[config.mk]
export PLATFORM = sky130hd
export DESIGN_NAME = scl_period_gen
export DESIGN_NICKNAME = d
export VERILOG_FILES = /design/src/rtl/sclgen_pkg.sv /design/src/rtl/sclgen_count_fix.sv /design/src/rtl/sclgen_prescale.sv /design/src/rtl/sclgen_span_cnt.sv /design/src/rtl/scl_period_gen.sv
export SDC_FILE = /design/constraint.sdc
export NUM_CORES = 1
export LEC_CHECK = 0
export ABC_AREA = 0
export BUFFER_PORTS_ARGS = -buffer_cell sky130_fd_sc_hd__buf_2
export CAP_MARGIN = 40
export CORE_MARGIN = 2
export CORE_UTILIZATION = 45
export DETAILED_ROUTE_END_ITERATION = 10
export GPL_TIMING_DRIVEN = 0
export PLACE_DENSITY = 0.73
export SYNTH_ARGS = -nofsm -noshare
export SYNTH_HDL_FRONTEND = slang
export SYNTH_SLANG_ARGS = --single-unit
[constraint.sdc]
create_clock -name clk -period 4.16 [get_ports clk]
set_clock_uncertainty 0.05 [all_clocks]
set_input_delay 0.416 -clock clk [delete_from_list [all_inputs] [get_ports clk]]
set_output_delay 0.416 -clock clk [all_outputs]
set_load 0.05 [all_outputs]
[src/rtl/sclgen_pkg.sv]
package sclgen_pkg;
  typedef enum logic [1:0] {
    PH_IDLE    = 2'd0,
    PH_LOW     = 2'd1,
    PH_RELEASE = 2'd2,
    PH_HIGH    = 2'd3
  } scl_phase_e;
endpackage

[src/rtl/sclgen_count_fix.sv]
module sclgen_count_fix #(
  parameter int CNT_W = 9
) (
  input  logic [CNT_W-1:0] raw,
  input  logic             ext_en,
  output logic [CNT_W-1:0] eff
);
  localparam int MSB = CNT_W - 1;
  logic [CNT_W-1:0] masked;

  always_comb begin
    masked = raw;
    if (!ext_en) masked[MSB] = 1'b0;
    eff = (masked == '0) ? CNT_W'(1) : masked;
  end
endmodule

[src/rtl/sclgen_prescale.sv]
module sclgen_prescale (
  input  logic clk,
  input  logic rst_n,
  input  logic clr,
  input  logic div2,
  output logic tick
);
  logic ph_q, ph_d, ph_en;

  always_comb begin
    ph_en = clr | div2;
    ph_d  = clr ? 1'b0 : ~ph_q;
  end

  always_ff @(posedge clk or negedge rst_n) begin
    if (!rst_n)     ph_q <= 1'b0;
    else if (ph_en) ph_q <= ph_d;
  end

  assign tick = ~div2 | ph_q;
endmodule

[src/rtl/sclgen_span_cnt.sv]
module sclgen_span_cnt #(
  parameter int CNT_W = 9
) (
  input  logic             clk,
  input  logic             rst_n,
  input  logic             clr,
  input  logic             step,
  input  logic [CNT_W-1:0] limit,
  output logic             last
);
  logic [CNT_W-1:0] cnt_q, cnt_d;
  logic             cnt_en;

  always_comb begin
    cnt_en = clr | step;
    cnt_d  = clr ? '0 : cnt_q + CNT_W'(1);
    last   = step && (cnt_q == limit - CNT_W'(1));
  end

  always_ff @(posedge clk or negedge rst_n) begin
    if (!rst_n)      cnt_q <= '0;
    else if (cnt_en) cnt_q <= cnt_d;
  end
endmodule

[src/rtl/scl_period_gen.sv]
module scl_period_gen #(
  parameter int CNT_W = 9
) (
  input  logic             clk,
  input  logic             rst_n,
  input  logic             run,
  input  logic [CNT_W-1:0] low_count,
  input  logic [CNT_W-1:0] high_count,
  input  logic             count_div2,
  input  logic             ext_bit_en,
  input  logic             scl_in,
  output logic             scl_pull,
  output logic             fall_stb,
  output logic             rise_stb
);
  import sclgen_pkg::*;

  scl_phase_e       st_q, st_d;
  logic             clr, tick, step, last;
  logic             fall_d, rise_d;
  logic [CNT_W-1:0] lo_eff, hi_eff, limit;

  sclgen_count_fix #(.CNT_W(CNT_W)) u_lo_fix (
    .raw(low_count), .ext_en(ext_bit_en), .eff(lo_eff)
  );
  sclgen_count_fix #(.CNT_W(CNT_W)) u_hi_fix (
    .raw(high_count), .ext_en(ext_bit_en), .eff(hi_eff)
  );

  sclgen_prescale u_pre (
    .clk(clk), .rst_n(rst_n), .clr(clr), .div2(count_div2), .tick(tick)
  );

  assign step  = tick && (st_q == PH_LOW || st_q == PH_HIGH);
  assign limit = (st_q == PH_HIGH) ? hi_eff : lo_eff;

  sclgen_span_cnt #(.CNT_W(CNT_W)) u_cnt (
    .clk(clk), .rst_n(rst_n), .clr(clr), .step(step), .limit(limit), .last(last)
  );

  always_comb begin
    st_d   = st_q;
    clr    = 1'b0;
    fall_d = 1'b0;
    rise_d = 1'b0;
    unique case (st_q)
      PH_IDLE: begin
        clr = 1'b1;
        if (run) begin
          st_d   = PH_LOW;
          fall_d = 1'b1;
        end
      end
      PH_LOW: begin
        if (!run) begin
          st_d = PH_IDLE;
          clr  = 1'b1;
        end else if (last) begin
          st_d = PH_RELEASE;
          clr  = 1'b1;
        end
      end
      PH_RELEASE: begin
        if (!run) begin
          st_d = PH_IDLE;
          clr  = 1'b1;
        end else if (scl_in) begin
          st_d   = PH_HIGH;
          clr    = 1'b1;
          rise_d = 1'b1;
        end
      end
      PH_HIGH: begin
        if (!run) begin
          st_d = PH_IDLE;
          clr  = 1'b1;
        end else if (last) begin
          st_d   = PH_LOW;
          clr    = 1'b1;
          fall_d = 1'b1;
        end
      end
      default: begin
        st_d = PH_IDLE;
        clr  = 1'b1;
      end
    endcase
  end

  always_ff @(posedge clk or negedge rst_n) begin
    if (!rst_n) begin
      st_q     <= PH_IDLE;
      fall_stb <= 1'b0;
      rise_stb <= 1'b0;
    end else begin
      st_q     <= st_d;
      fall_stb <= fall_d;
      rise_stb <= rise_d;
    end
  end

  assign scl_pull = (st_q == PH_LOW);
endmodule

; Word level (Yosys, flattened, before mapping)
; Index checks and enable logic that the tools add are counted.
[totals]
word_cells = 53
register_bits = 14
[op_classes]
n_eq_ne = 8
add_sub_neg = 2
bitwise_logic = 5
reduce_logical = 8
mux = 25
[ops]
columns = operator, n
row1 = $mux 9, 4
row2 = $logic_not 9->1, 2
row3 = $mux 2, 7
row4 = $mux 1, 11
row5 = $add 9x1->9 const B, 1
row6 = $eq 9x9->1, 1
row7 = $sub 9x1->9 const B, 1
row8 = $pmux 2 s4, 1
row9 = $ne 3x3->1 const B, 2
row10 = $eq 2x2->1 const B, 2
row11 = $reduce_and 4->1, 1
row12 = $ne 3x2->1 const B, 1
row13 = $or 1x1->1, 3
row14 = $pmux 1 s3, 1
row15 = $eq 2x1->1 const B, 1
row16 = $logic_and 1x1->1, 2
row17 = $logic_not 2->1, 1
row18 = $ne 2x2->1 const B, 1
row19 = $not 1->1, 2
row20 = $pmux 1 s2, 1
row21 = $reduce_or 2->1, 1
row22 = $logic_or 1x1->1, 1

; Logic depth before layout (Yosys ltp)
[logic_depth]
ltp_word = 11
mapped_depth = 13

; Modules after synthesis
; From an unflattened synthesis, not the netlist that was laid out.
[hier_totals]
cells_unflattened = 167
hier_area_um2 = 1360.1
[modules_own_cells]
columns = module, cells_each, n_inst, area_each_um2
row1 = sclgen_span_cnt, 95, 1, 782.0
row2 = scl_period_gen, 44, 1, 421.7
row3 = sclgen_count_fix, 12, 2, 53.8
row4 = sclgen_prescale, 4, 1, 48.8

; Worst setup path after synthesis
; No wires, ideal clock.
[synth_path]
path_kind = register to register
start = register st_q[0]
end = register st_q[0]
required_time_ns = 4.031
path_slack_ns = 1.248
path_stages_with_launch = 14
n_path_buf = 2
setup_ns = 0.079
arrival_time_ns = 2.783
path_cell_list = dfrtp_1 ha_1 buf_6 buf_2 inv_1 a311o_1 nand2_1 ha_1 o21ai_0 nor3_1 a21oi_1 a311o_1 o31ai_4 mux2i_1
[synth_between]
elab_chain_cells = 7
word_cells_on_any_way = 16
cone_classes = 1 x add/sub / 8 x eq/ne / 2 x mux / 5 x reduce/logical
[synth_rtl]
columns = item, line
row1 = "start, declared", scl_period_gen.sv:18  ; scl_phase_e st_q, st_d;
row2 = "start signal, assigned", scl_period_gen.sv:96  ; st_q <= st_d;
row3 = $eq 2x2->1, "scl_period_gen.sv:34, scl_period_gen.sv:35, scl_period_gen.sv:46"
row4 = $mux 9, scl_period_gen.sv:35  ; assign limit = (st_q == PH_HIGH) ? hi_eff : lo_eff;
row5 = $sub 9x1->9, sclgen_span_cnt.sv:17  ; last = step && (cnt_q == limit - CNT_W'(1));
row6 = $eq 9x9->1, sclgen_span_cnt.sv:17
row7 = $logic_and 1x1->1, sclgen_span_cnt.sv:17
row8 = $ne 3x3->1 (no line) / $ne 3x2->1 (equally long branches), --
row9 = $reduce_and 4->1 (no line), --
; Several ways; a longest one is shown, not always the timed one.
; A chain may end at the register's enable or synchronous reset.

; Worst setup path after layout
[layout_path]
start = register st_q[1]
end = register u_cnt.cnt_q[5]
[layout_between]
elab_chain_cells = 9
word_cells_on_any_way = 16
cone_classes = 1 x add/sub / 4 x eq/ne / 5 x mux / 1 x bitwise / 5 x reduce/logical
[layout_rtl]
columns = item, line
row1 = $eq 2x2->1, "scl_period_gen.sv:34, scl_period_gen.sv:35, scl_period_gen.sv:46"
row2 = $mux 9, scl_period_gen.sv:35
row3 = $sub 9x1->9, sclgen_span_cnt.sv:17
row4 = $eq 9x9->1, sclgen_span_cnt.sv:17
row5 = $logic_and 1x1->1, sclgen_span_cnt.sv:17
row6 = $mux 1, "scl_period_gen.sv:58, scl_period_gen.sv:77"
row7 = $mux 1, scl_period_gen.sv:55  ; if (!run) begin
row8 = $pmux 1 s3, scl_period_gen.sv:46  ; unique case (st_q)
row9 = $mux 9 / $or 1x1->1 (equally long branches), "sclgen_span_cnt.sv:16, sclgen_span_cnt.sv:15"
row10 = "end signal, assigned", sclgen_span_cnt.sv:22  ; else if (cnt_en) cnt_q <= cnt_d;
row11 = "end, declared", sclgen_span_cnt.sv:11  ; logic [CNT_W-1:0] cnt_q, cnt_d;
; Several ways; a longest one is shown, not always the timed one.

==> insert_results.sql <==
INSERT INTO impl_metrics (metric_group, metric, value, unit) VALUES
('die', 'floorplan.io_pins', '27', ''),
('yosys', 'synthFlopType', 'sky130_fd_sc_hd__dfrtp_1', ''),
('layout', 'n_fill_cell', '245', ''),
('detailed_routing', 'wire_length_after_detailed_routing', '2.797', 'mm'),
('setup_path', 'cp.arrival', '3440', 'ps'),
('detailed_routing', 'avg_vias_per_cell', '5.716', ''),
('die', 'core_area', '2710', 'um^2'),
('timing', 'maxSlewHeadroom', '0.6592', ''),
('setup_path', 'worstRegToRegCells', '13', ''),
('global_routing', 'antenna_found_initial', '0', ''),
('yosys', 'yosys_warnings', '0', ''),
('yosys', 'register_bit_total_from_synthesis', '14', ''),
('timing', 'timing_max_transition_violations_final', '0', ''),
('timing', 'setup-violations-final', '0', ''),
('setup_path', 'timing.rr.end', 'u_cnt.cnt_q[5]', ''),
('timing', 'transition_time_of_the_tightest_slew_check_pin', '511.2', 'ps'),
('flow_run', 'max_cap_viol_count', '0', ''),
('layout', 'post-route-cell-area', '1473', 'um^2'),
('setup_path', 'setup.worst_path.end', 'u_cnt.cnt_q[5]', ''),
('clock_network', 'clkLatencyLatePin', '280', 'ps'),
('setup_path', 'crit_path_start', 'st_q[1]', ''),
('placement', 'dpl.hpwl', '2.280', 'mm'),
('clock_network', 'clkSlewWorstSetupHoldPaths', '90', 'ps'),
('clock_network', 'ctsHtreeMaxLevel', '1', ''),
('layout', 'mostFrequentLayoutCell', 'sky130_fd_sc_hd__buf_2', ''),
('layout', 'utilization', '0.5434', ''),
('placement', 'placed_cell_area', '1426', 'um^2'),
('timing', 'final.min_clock_period', '3341', 'ps'),
('yosys', 'post-synth-top-area-fraction', '0.2775', ''),
('clock_network', 'cts.sink_count', '14', ''),
('detailed_routing', 'post_drt_wl_per_cell', '13.92', 'um'),
('clock_network', 'post_cts_setup_repair_buffer_count', '0', ''),
('global_routing', 'grt_max_degree', '15', ''),
('layout', 'layout.cells.most_common_list', 'sky130_fd_sc_hd__buf_2, sky130_fd_sc_hd__nor2_1, sky130_fd_sc_hd__dfrtp_1', ''),
('timing', 'final.period_utilization', '0.8032', ''),
('die', 'initial_core_util', '0.4658', ''),
('timing', 'fin_tns_setup', '0', 'ps'),
('global_routing', 'grt_pass1_vias', '1121', ''),
('setup_path', 'element_type_at_the_critical_path_start', 'flip-flop', ''),
('setup_path', 'timing.reg2reg.setup_slack', '820', 'ps'),
('yosys', 'post_synthesis_cell_area', '1262', 'um^2'),
('yosys', 'yosysSeqAreaShare', '0.2775', ''),
('clock_network', 'tritoncts_clock_tree', 'built', ''),
('global_routing', 'gr-max-usage-layer', 'met2', ''),
('detailed_routing', 'drc', '0', ''),
('timing', 'max_freq', '0.2993', 'GHz'),
('power', 'leakage', '0.0006802', 'uW'),
('yosys', 'netlist_top_cells_area', 'sky130_fd_sc_hd__dfrtp_1, sky130_fd_sc_hd__mux2i_1, sky130_fd_sc_hd__xor2_1', ''),
('die', 'height_of_the_die', '56.97', 'um'),
('die', 'width_of_the_die', '56.97', 'um'),
('yosys', 'post_synth_inst_count', '140', ''),
('detailed_routing', 'vias', '1149', ''),
('global_routing', 'grt_use_met3', '0.04989', ''),
('setup_path', 'timing.critical_path.to_type', 'flip-flop', ''),
('global_routing', 'grt.overflow.total', '0', ''),
('clock_network', 'cts_made_buffers', '3', ''),
('clock_network', 'cts-root-to-sink-buffers', '2', ''),
('global_routing', 'gr_met1_demand_resource', '0.2564', ''),
('die', 'die_area', '3245', 'um^2'),
('global_routing', 'grt_pass1_wl', '4.919', 'mm'),
('die', 'rows', '19', ''),
('yosys', 'postSynthNetCount', '171', ''),
('timing', 'rsz0062_at_grt', 'false', ''),
('yosys', 'mean_post_synth_cell_area', '9.018', 'um^2'),
('setup_path', 'critical_path_peak_fanout', '10', ''),
('timing', 'final-hold-violation-count', '0', ''),
('global_routing', 'grtUsageTotal', '0.1894', ''),
('detailed_routing', 'firstDrtPassIters', '4', ''),
('placement', 'port-buffer-count', '25', ''),
('outcome', 'run_status', 'finished clean', ''),
('yosys', 'postSynth.asyncResetShare', '1.000', '');
==> report_power, final <==
group | internal (uW) | switching (uW) | total (uW) | leakage, uW
registers | 159 | 16.7 | 176 | 0.000191
clock network | 53.2 | 46.2 | 99.3 | 0.0000210
logic | 152 | 231 | 383 | 0.000469
==> flip-flops by register name (all words and copies together) (netlist names) <==
| register | count |
|---|---|
| u_cnt.cnt_q | 9 |
| u_pre.ph_q | 1 |
| st_q | 2 |
| fall_stb | 1 |
| rise_stb | 1 |
==> critical path: stages, from the launching register on <==
cell and delay [ps]:
sky130_fd_sc_hd__dfrtp_1 390, sky130_fd_sc_hd__ha_1 230, sky130_fd_sc_hd__buf_6 170, sky130_fd_sc_hd__buf_2 260, sky130_fd_sc_hd__inv_1 100, sky130_fd_sc_hd__a311o_1 300, sky130_fd_sc_hd__nand2_1 110, sky130_fd_sc_hd__ha_1 190
sky130_fd_sc_hd__o21ai_0 190, sky130_fd_sc_hd__nor3_1 230, sky130_fd_sc_hd__a21oi_1 90, sky130_fd_sc_hd__a311o_1 400, sky130_fd_sc_hd__o21ai_2 400, sky130_fd_sc_hd__nor2_1 100
==> worst min-delay path by stage <==
| stage | startpoint | endpoint | depth (start not counted) |
|---|---|---|---|
| 2_1_floorplan | rst_n | fall_stb | 0 |
| 3_3_place_gp | rst_n | st_q[1] | 1 |
| 3_5_place_dp | rst_n | st_q[0] | 1 |
| 4_1_cts | count_div2 | u_pre.ph_q | 3 |
| 5_1_grt | scl_in | rise_stb | 2 |
| 6_report | count_div2 | u_pre.ph_q | 3 |
==> synth_stat cells (all sizes together), types with 5 or more instances <==
cell type and count:
xor2 11, o21ai 5, nor3 10, nor2 15, inv 7, dfrtp 14, xnor2 8, nor3b 5
mux2i 12, ha 7, nand2 8
==> per-layer routing <==
metal | vias to the layer above | wire (um)
met2 | 38 | 1275
met1 | 545 | 1288
met3 | 8 | 178
met4 | 0 | 54
met5 | - | 0
li1 | 558 | -
==> cell families after synthesis <==
logic type | synth area share
AOI/OAI and AO/OA | 0.1259
xor gates and xnor gates | 0.1506
adders and majority gates | 0.06937
buffers and inverters | 0.03964
DFF | 0.2775
muxes | 0.09515
and+or+nand+nor | 0.2418
==> through the flow <==
step           hold slack [ps]  total power (uW)  setup slack [ps]  cells
2_1_floorplan            70.41             477.9              1248    140
3_3_place_gp             277.5             549.1             830.3    196
3_5_place_dp             283.3             562.6             792.0    196
4_1_cts                  349.6             666.0             756.9    201
5_1_grt                  367.6             719.0             413.1    201
6_report                 356.1             658.4             818.6    201
==> cell type report <==
type                       instances  area, um^2  share of cell area
buffer                             4       23.77             0.01614
clock buffer                       4       36.28             0.02464
inverter                           7       26.28             0.01784
multi-input combinational        115       862.1              0.5854
sequential                        14       350.3              0.2379
tap                               31       38.79             0.02634
timing repair buffer              26       135.1             0.09176
==> repair_timing <==
item,CTS,global route
resized for setup,0,0
endpoints found under the hold margin,14,0
hold buffers,1,0
Power figures use the tool's default switching activity.
